### config.mk
export PLATFORM = sky130hd
export DESIGN_NAME = useq_top
export DESIGN_NICKNAME = d
export VERILOG_FILES = /design/src/rtl/useq_pkg.sv /design/src/rtl/useq_rom.sv /design/src/rtl/useq_next.sv /design/src/rtl/useq_top.sv
export SDC_FILE = /design/constraint.sdc
export NUM_CORES = 1
export LEC_CHECK = 0
export BUFFER_PORTS_ARGS = -buffer_cell sky130_fd_sc_hd__buf_4
export CAP_MARGIN = 20
export CORE_MARGIN = 2
export CORE_UTILIZATION = 54
export CTS_BUF_LIST = sky130_fd_sc_hd__clkbuf_16
export DETAILED_ROUTE_END_ITERATION = 8
export PLACE_DENSITY = 0.88
export SLEW_MARGIN = 20
export SYNTH_ARGS = -nofsm -noshare
export SYNTH_HDL_FRONTEND = slang
export SYNTH_SLANG_ARGS = --single-unit
### constraint.sdc
create_clock -name clk -period 3.6 [get_ports clk]
set_input_delay 0.72 -clock clk [delete_from_list [all_inputs] [get_ports clk]]
set_output_delay 0.72 -clock clk [all_outputs]
set_load 0.005 [all_outputs]
### src/rtl/useq_pkg.sv
package useq_pkg;
  parameter int UPC_W  = 4;
  parameter int CTRL_W = 15;
  parameter int OPC_W  = 3;
  localparam int DEPTH = 1 << UPC_W;

  // control bundle bit positions (decoded by the datapath)
  localparam int B_MEM_WR  = 14;
  localparam int B_MEM_DRV = 13;
  localparam int B_MAR_LD  = 12;
  localparam int B_PC_LD   = 11;
  localparam int B_PC_DRV  = 10;
  localparam int B_ACC_LD  = 9;
  localparam int B_ACC_DRV = 8;
  localparam int B_IR_LD   = 7;
  localparam int B_IR_DRV  = 6;
  localparam int B_RET_LD  = 5;
  localparam int B_RET_DRV = 4;
  localparam int B_ARG_LD  = 3;
  localparam int B_ALU_S0  = 2;
  localparam int B_ALU_S1  = 1;
  localparam int B_BUF_DRV = 0;

  typedef enum logic [1:0] {
    WT_NONE = 2'b00, WT_RSVD = 2'b01, WT_IDLE = 2'b10, WT_ACK = 2'b11
  } wait_e;

  typedef enum logic [1:0] {
    JM_OPC = 2'b00, JM_ZERO = 2'b01, JM_IRQ = 2'b10, JM_ALWAYS = 2'b11
  } jump_e;

  typedef enum logic [2:0] {
    S_NONE, S_MEM, S_PC, S_ACC, S_IR, S_RET, S_BUF
  } src_e;

  typedef enum logic [2:0] {
    D_NONE, D_MEM, D_MAR, D_PC, D_ACC, D_IR, D_RET, D_ARG
  } dst_e;

  typedef enum logic [2:0] {
    OP_NONE, OP_ZERO, OP_INC, OP_ADD, OP_SUB
  } aluop_e;

  typedef struct packed {
    logic [CTRL_W-1:0] ctrl;
    wait_e             wt;
    jump_e             jm;
    logic [UPC_W-1:0]  a1;
    logic [UPC_W-1:0]  a2;
  } uword_t;

  function automatic uword_t assemble(src_e s, dst_e d, aluop_e op,
                                      wait_e wt, jump_e jm, int t1, int t2);
    uword_t w;
    w.ctrl = '0;
    case (s)
      S_MEM:   w.ctrl[B_MEM_DRV] = 1'b1;
      S_PC:    w.ctrl[B_PC_DRV]  = 1'b1;
      S_ACC:   w.ctrl[B_ACC_DRV] = 1'b1;
      S_IR:    w.ctrl[B_IR_DRV]  = 1'b1;
      S_RET:   w.ctrl[B_RET_DRV] = 1'b1;
      S_BUF:   w.ctrl[B_BUF_DRV] = 1'b1;
      default: ;
    endcase
    case (d)
      D_MEM:   w.ctrl[B_MEM_WR] = 1'b1;
      D_MAR:   w.ctrl[B_MAR_LD] = 1'b1;
      D_PC:    w.ctrl[B_PC_LD]  = 1'b1;
      D_ACC:   w.ctrl[B_ACC_LD] = 1'b1;
      D_IR:    w.ctrl[B_IR_LD]  = 1'b1;
      D_RET:   w.ctrl[B_RET_LD] = 1'b1;
      D_ARG:   w.ctrl[B_ARG_LD] = 1'b1;
      default: ;
    endcase
    w.ctrl[B_ALU_S0] = (op == OP_INC) || (op == OP_ADD);
    w.ctrl[B_ALU_S1] = (op == OP_INC) || (op == OP_SUB);
    w.wt = wt;
    w.jm = jm;
    w.a1 = UPC_W'(t1);
    w.a2 = UPC_W'(t2);
    return w;
  endfunction

  function automatic uword_t program_word(logic [UPC_W-1:0] loc);
    case (int'(loc))
      0:  return assemble(S_PC,   D_MAR,  OP_NONE, WT_IDLE, JM_IRQ,    1,  2);
      1:  return assemble(S_PC,   D_RET,  OP_ZERO, WT_NONE, JM_ALWAYS, 12, 0);
      2:  return assemble(S_MEM,  D_IR,   OP_NONE, WT_ACK,  JM_ALWAYS, 3,  0);
      3:  return assemble(S_IR,   D_MAR,  OP_NONE, WT_IDLE, JM_OPC,    4,  0);
      4:  return assemble(S_NONE, D_NONE, OP_NONE, WT_NONE, JM_ZERO,   5,  11);
      5:  return assemble(S_IR,   D_PC,   OP_NONE, WT_NONE, JM_ALWAYS, 0,  0);
      6:  return assemble(S_ACC,  D_ARG,  OP_NONE, WT_IDLE, JM_ALWAYS, 13, 0);
      7:  return assemble(S_ACC,  D_ARG,  OP_NONE, WT_IDLE, JM_ALWAYS, 14, 0);
      8:  return assemble(S_MEM,  D_ACC,  OP_NONE, WT_ACK,  JM_ALWAYS, 11, 0);
      9:  return assemble(S_ACC,  D_MEM,  OP_NONE, WT_ACK,  JM_ALWAYS, 11, 0);
      10: return assemble(S_RET,  D_PC,   OP_NONE, WT_NONE, JM_ALWAYS, 0,  0);
      11: return assemble(S_PC,   D_NONE, OP_INC,  WT_NONE, JM_ALWAYS, 12, 0);
      12: return assemble(S_BUF,  D_PC,   OP_NONE, WT_NONE, JM_ALWAYS, 0,  0);
      13: return assemble(S_MEM,  D_NONE, OP_ADD,  WT_ACK,  JM_ALWAYS, 15, 0);
      14: return assemble(S_MEM,  D_NONE, OP_SUB,  WT_ACK,  JM_ALWAYS, 15, 0);
      15: return assemble(S_BUF,  D_ACC,  OP_NONE, WT_NONE, JM_ALWAYS, 11, 0);
      default: return assemble(S_NONE, D_NONE, OP_NONE, WT_NONE, JM_ALWAYS, 0, 0);
    endcase
  endfunction
endpackage

### src/rtl/useq_rom.sv
module useq_rom
  import useq_pkg::*;
(
  input  logic             clk,
  input  logic [UPC_W-1:0] addr,
  output uword_t           q
);
  // synchronous read of a constant store: maps onto a ROM-initialised block RAM
  always_ff @(posedge clk) begin
    q <= program_word(addr);
  end
endmodule

### src/rtl/useq_next.sv
module useq_next
  import useq_pkg::*;
(
  input  uword_t           cur,
  input  logic [UPC_W-1:0] upc,
  input  logic             mem_ack,
  input  logic             mem_idle,
  input  logic             irq_req,
  input  logic             irq_ack,
  input  logic             acc_zero,
  input  logic [OPC_W-1:0] opcode,
  output logic [UPC_W-1:0] nxt
);
  localparam int PAD_W = UPC_W - OPC_W;

  logic             hold;
  logic [UPC_W-1:0] opc_ext;
  logic [UPC_W-1:0] branch;

  assign opc_ext = {{PAD_W{1'b0}}, opcode};

  always_comb begin
    hold = ((cur.wt == WT_ACK)  && !mem_ack) ||
           ((cur.wt == WT_IDLE) && !mem_idle && mem_ack);
    case (cur.jm)
      JM_ALWAYS: branch = cur.a1;
      JM_IRQ:    branch = (irq_req && !irq_ack) ? cur.a1 : cur.a2;
      JM_ZERO:   branch = acc_zero ? cur.a1 : cur.a2;
      default:   branch = cur.a1 + opc_ext;
    endcase
    nxt = hold ? upc : branch;
  end
endmodule

### src/rtl/useq_top.sv
module useq_top
  import useq_pkg::*;
(
  input  logic              clk,
  input  logic              rst,
  input  logic              mem_ack,
  input  logic              mem_idle,
  input  logic              irq_req,
  input  logic              irq_ack,
  input  logic              acc_zero,
  input  logic [OPC_W-1:0]  opcode,
  output logic [CTRL_W-1:0] ctrl_o,
  output logic [UPC_W-1:0]  upc_o
);
  logic [UPC_W-1:0] upc_q;
  logic [UPC_W-1:0] nxt;
  logic [UPC_W-1:0] fetch_addr;
  uword_t           cur;

  // the store is read with the address the counter is about to take,
  // so cur always describes the location held in upc_q
  assign fetch_addr = rst ? '0 : nxt;

  useq_rom u_rom (
    .clk  (clk),
    .addr (fetch_addr),
    .q    (cur)
  );

  useq_next u_next (
    .cur      (cur),
    .upc      (upc_q),
    .mem_ack  (mem_ack),
    .mem_idle (mem_idle),
    .irq_req  (irq_req),
    .irq_ack  (irq_ack),
    .acc_zero (acc_zero),
    .opcode   (opcode),
    .nxt      (nxt)
  );

  always_ff @(posedge clk) begin
    if (rst) upc_q <= '0;
    else     upc_q <= nxt;
  end

  assign ctrl_o = cur.ctrl;
  assign upc_o  = upc_q;


  reset_origin_chk: assert property (@(posedge clk) disable iff (rst)
    $past(rst) |-> (upc_q == '0));


  ack_wait_hold_chk: assert property (@(posedge clk) disable iff (rst)
    (cur.wt == WT_ACK && !mem_ack) |=> $stable(upc_q));


  idle_wait_hold_chk: assert property (@(posedge clk) disable iff (rst)
    (cur.wt == WT_IDLE && !mem_idle && mem_ack) |=> $stable(upc_q));


  jump_always_chk: assert property (@(posedge clk) disable iff (rst)
    (cur.wt == WT_NONE && cur.jm == JM_ALWAYS) |=> (upc_q == $past(cur.a1)));


  single_driver_chk: assert property (@(posedge clk) disable iff (rst)
    $countones({ctrl_o[B_MEM_DRV], ctrl_o[B_PC_DRV], ctrl_o[B_ACC_DRV],
                ctrl_o[B_IR_DRV], ctrl_o[B_RET_DRV], ctrl_o[B_BUF_DRV]}) <= 1);
endmodule

==> reports/results.ini <==
[timing]
worst_slew_pin_slew_ns=0.620
finalClockSkew_ns=0.00217
hold_ws_ns=0.782
grt_setup_unrepaired=no
slew_headroom_pct=58.2
fin_setup_tns_ns=0
final_hold_viol_count=0
drv_slew=0
clock.fmax_mhz=326
setup_viol=0
min_period_over_period_pct=85.2
layout_min_cycle_time_ns=3.07

[floorplanning]
die_area_um2=3250
ioPinCount=29
die-width_um=57.0
core_um2=2710
start_util_pct=56.0
die_h_um=57.0
fp-row-count=19

[grt]
grt_pass1_wl_um=5000
track_usage_pct=20.0
antenna_found_initial=0
grt_pass1_vias=1120
grt_overflow=0
grt_max_degree=23

[flow_run]
cap_violations=0

[detailed_routing]
dr.pass1.iters=4
avgViaCountPerCell=5.47
vias=1122
drtIter0Drc=14
drt.antenna.violating_nets=0
avgRoutedWirePerCell_um=14.4
totalWireLength_um=2950
route.detailed.drc=0

[clocking]
hold_buffers=0
clock_path_buffers=2
cts_post_setup_buffers_inserted=0
cts-resized-gates=0
insertion_delay_ns=0.27
tritoncts=yes
ctsRootBufferMaster=clkbuf_16
cts_inserted_buffers=5
htreeDepth=2
cts.sinks=29
clk_pin_slew_worst_paths_ns=0.05

[synthesis]
syn_inst=156
yosys-top-cells-count=29 x dfxtp_1, 16 x buf_4, 14 x mux2i_1
synth-edff-count=0
syn_area_per_cell_um2=9.72
ys_async_sr_fraction_pct=0
seq_area_frac_synth_pct=38.3
synth.most_common_cell=dfxtp_1
syn_nets=177
synthTopCellsByArea=dfxtp_1 38%, mux2i_1 9.2%, ha_1 8.3%
ys.flop_type=dfxtp_1
synth_largest_area_cell=dfxtp_1
ys_ff_latch=29
netlist.area_leader.share_pct=38.3
ys_warn_count=0
synth_area_um2=1520
ys_types=41

[power_and_ir_drop]
p_leak_nw=0.861
total_power_mw=1.71
ir_drop_v=0.000609
powerDensity_nw_per_um2=963

[setup_path]
end_kind=flop
cp-start-kind=primary input
cp.required_ns=3.74
critical_path_peak_fanout=7
r2r_cells=9
cp_slowest_stage_delay_ns=0.56
critPathArrivalTime_ns=3.21
path_common_cell=ha_1
crit_slowest_cell=a41oi_1
path_class=primary input to flop
crit_chain=buf_4, ha_1, fa_1, nor3_1, a311oi_1, a41oi_1, inv_1, ha_1, mux2i_1, o21ai_0

[worst_hold_path]
hold_class=flop to flop
hold_path_depth=3

[cells_and_area]
fin_nets=194
drive_above_1_share_pct=26.4
diodes=0
area_growth_pct=17.0

[place]
port_buffers=28
hpwlAfterDp_um=2100
gp_congestion=0.857

[run_status]
status=finished clean

[registers in the layout (all words and copies together), names as in the netlist]
name	count
u_rom.q	25
upc_o	4
[cell type report]
class                           instances  area (µm²)
Inverter                               10        40.0
Sequential cell                        29         581
Multi-Input combinational cell         97         751
Clock inverter                          3        13.8
Timing Repair Buffer                   30         225
Clock buffer                            5         125
Tap cell                               31        38.8
Fill cell                             216         936
[through the flow]
step / utilization [%] / cell area [µm²] / setup WS, ns / std cells
after floorplan: - / 1520 / 0.614 / 156
after global placement: 60.3 / 1640 / 0.469 / 197
after detailed placement: 60.3 / 1640 / 0.314 / 197
after CTS: 65.5 / 1770 / 0.552 / 205
after global routing: 65.5 / 1770 / 0.332 / 205
final: 65.5 / 1770 / 0.533 / 205
[metal layers]
metal	wire, µm	vias to the layer above	track usage [%]	share of wire (%)
li1	-	557	-	-
met1	1210	533	23.3	41
met2	1520	25	33.7	52
met3	160	7	7.03	5.4
met4	60	0	7.97	2.0
met5	0	-	0	0
[cell families (layout without fill, tap and decap cells)]
kind of cell	Yosys count	after routing	synth area share, %
xor gates and xnor gates	1	1	0.578
muxes	15	15	10.2
buffers and inverters	30	48	12.6
and+or+nand+nor	43	43	15.8
AOI/OAI and AO/OA	27	27	12.9
adders and majority gates	11	11	9.57
DFF	29	29	38.3
[where the power goes]
group | switching [mW] | internal (mW) | leakage, nW
Combinational | 0.423 | 0.379 | 0.547
Sequential | 0.0738 | 0.452 | 0.239
Clock | 0.132 | 0.249 | 0.0748
Total | 0.629 | 1.08 | 0.861
[layout by cell type, fill, tap and decap left out, drive strengths merged, types with 2 or more instances in the layout]
master	count
nand3	3
and3	3
nand2b	2
a211oi	3
and2	6
nor2	9
o21ai	7
inv	11
a21o	4
clkinv	2
buf	30
nor2b	2
a21oi	3
nand2	7
dfxtp	29
mux2i	14
clkbuf	5
or3	3
a311oi	2
nor3	2
ha	10
[critical path, delay by kind of cell]
kind,cells,cell delay [ns]
fa+ha+maj,3,0.97
compound gates,3,0.75
buf+inv,2,0.37
simple gates,1,0.20
mux,1,0.19
[worst paths after layout]
| kind | from | end | slack (ns) |
|---|---|---|---|
| min | upc_o[0] | upc_o[0] | 0.78 |
| max reg2reg | u_rom.q[4] | u_rom.q[10] | 0.79 |
| max | opcode[0] | u_rom.q[10] | 0.53 |
| min reg2reg | upc_o[0] | upc_o[0] | 0.78 |
Note: power is estimated with default switching activity, not from simulation.
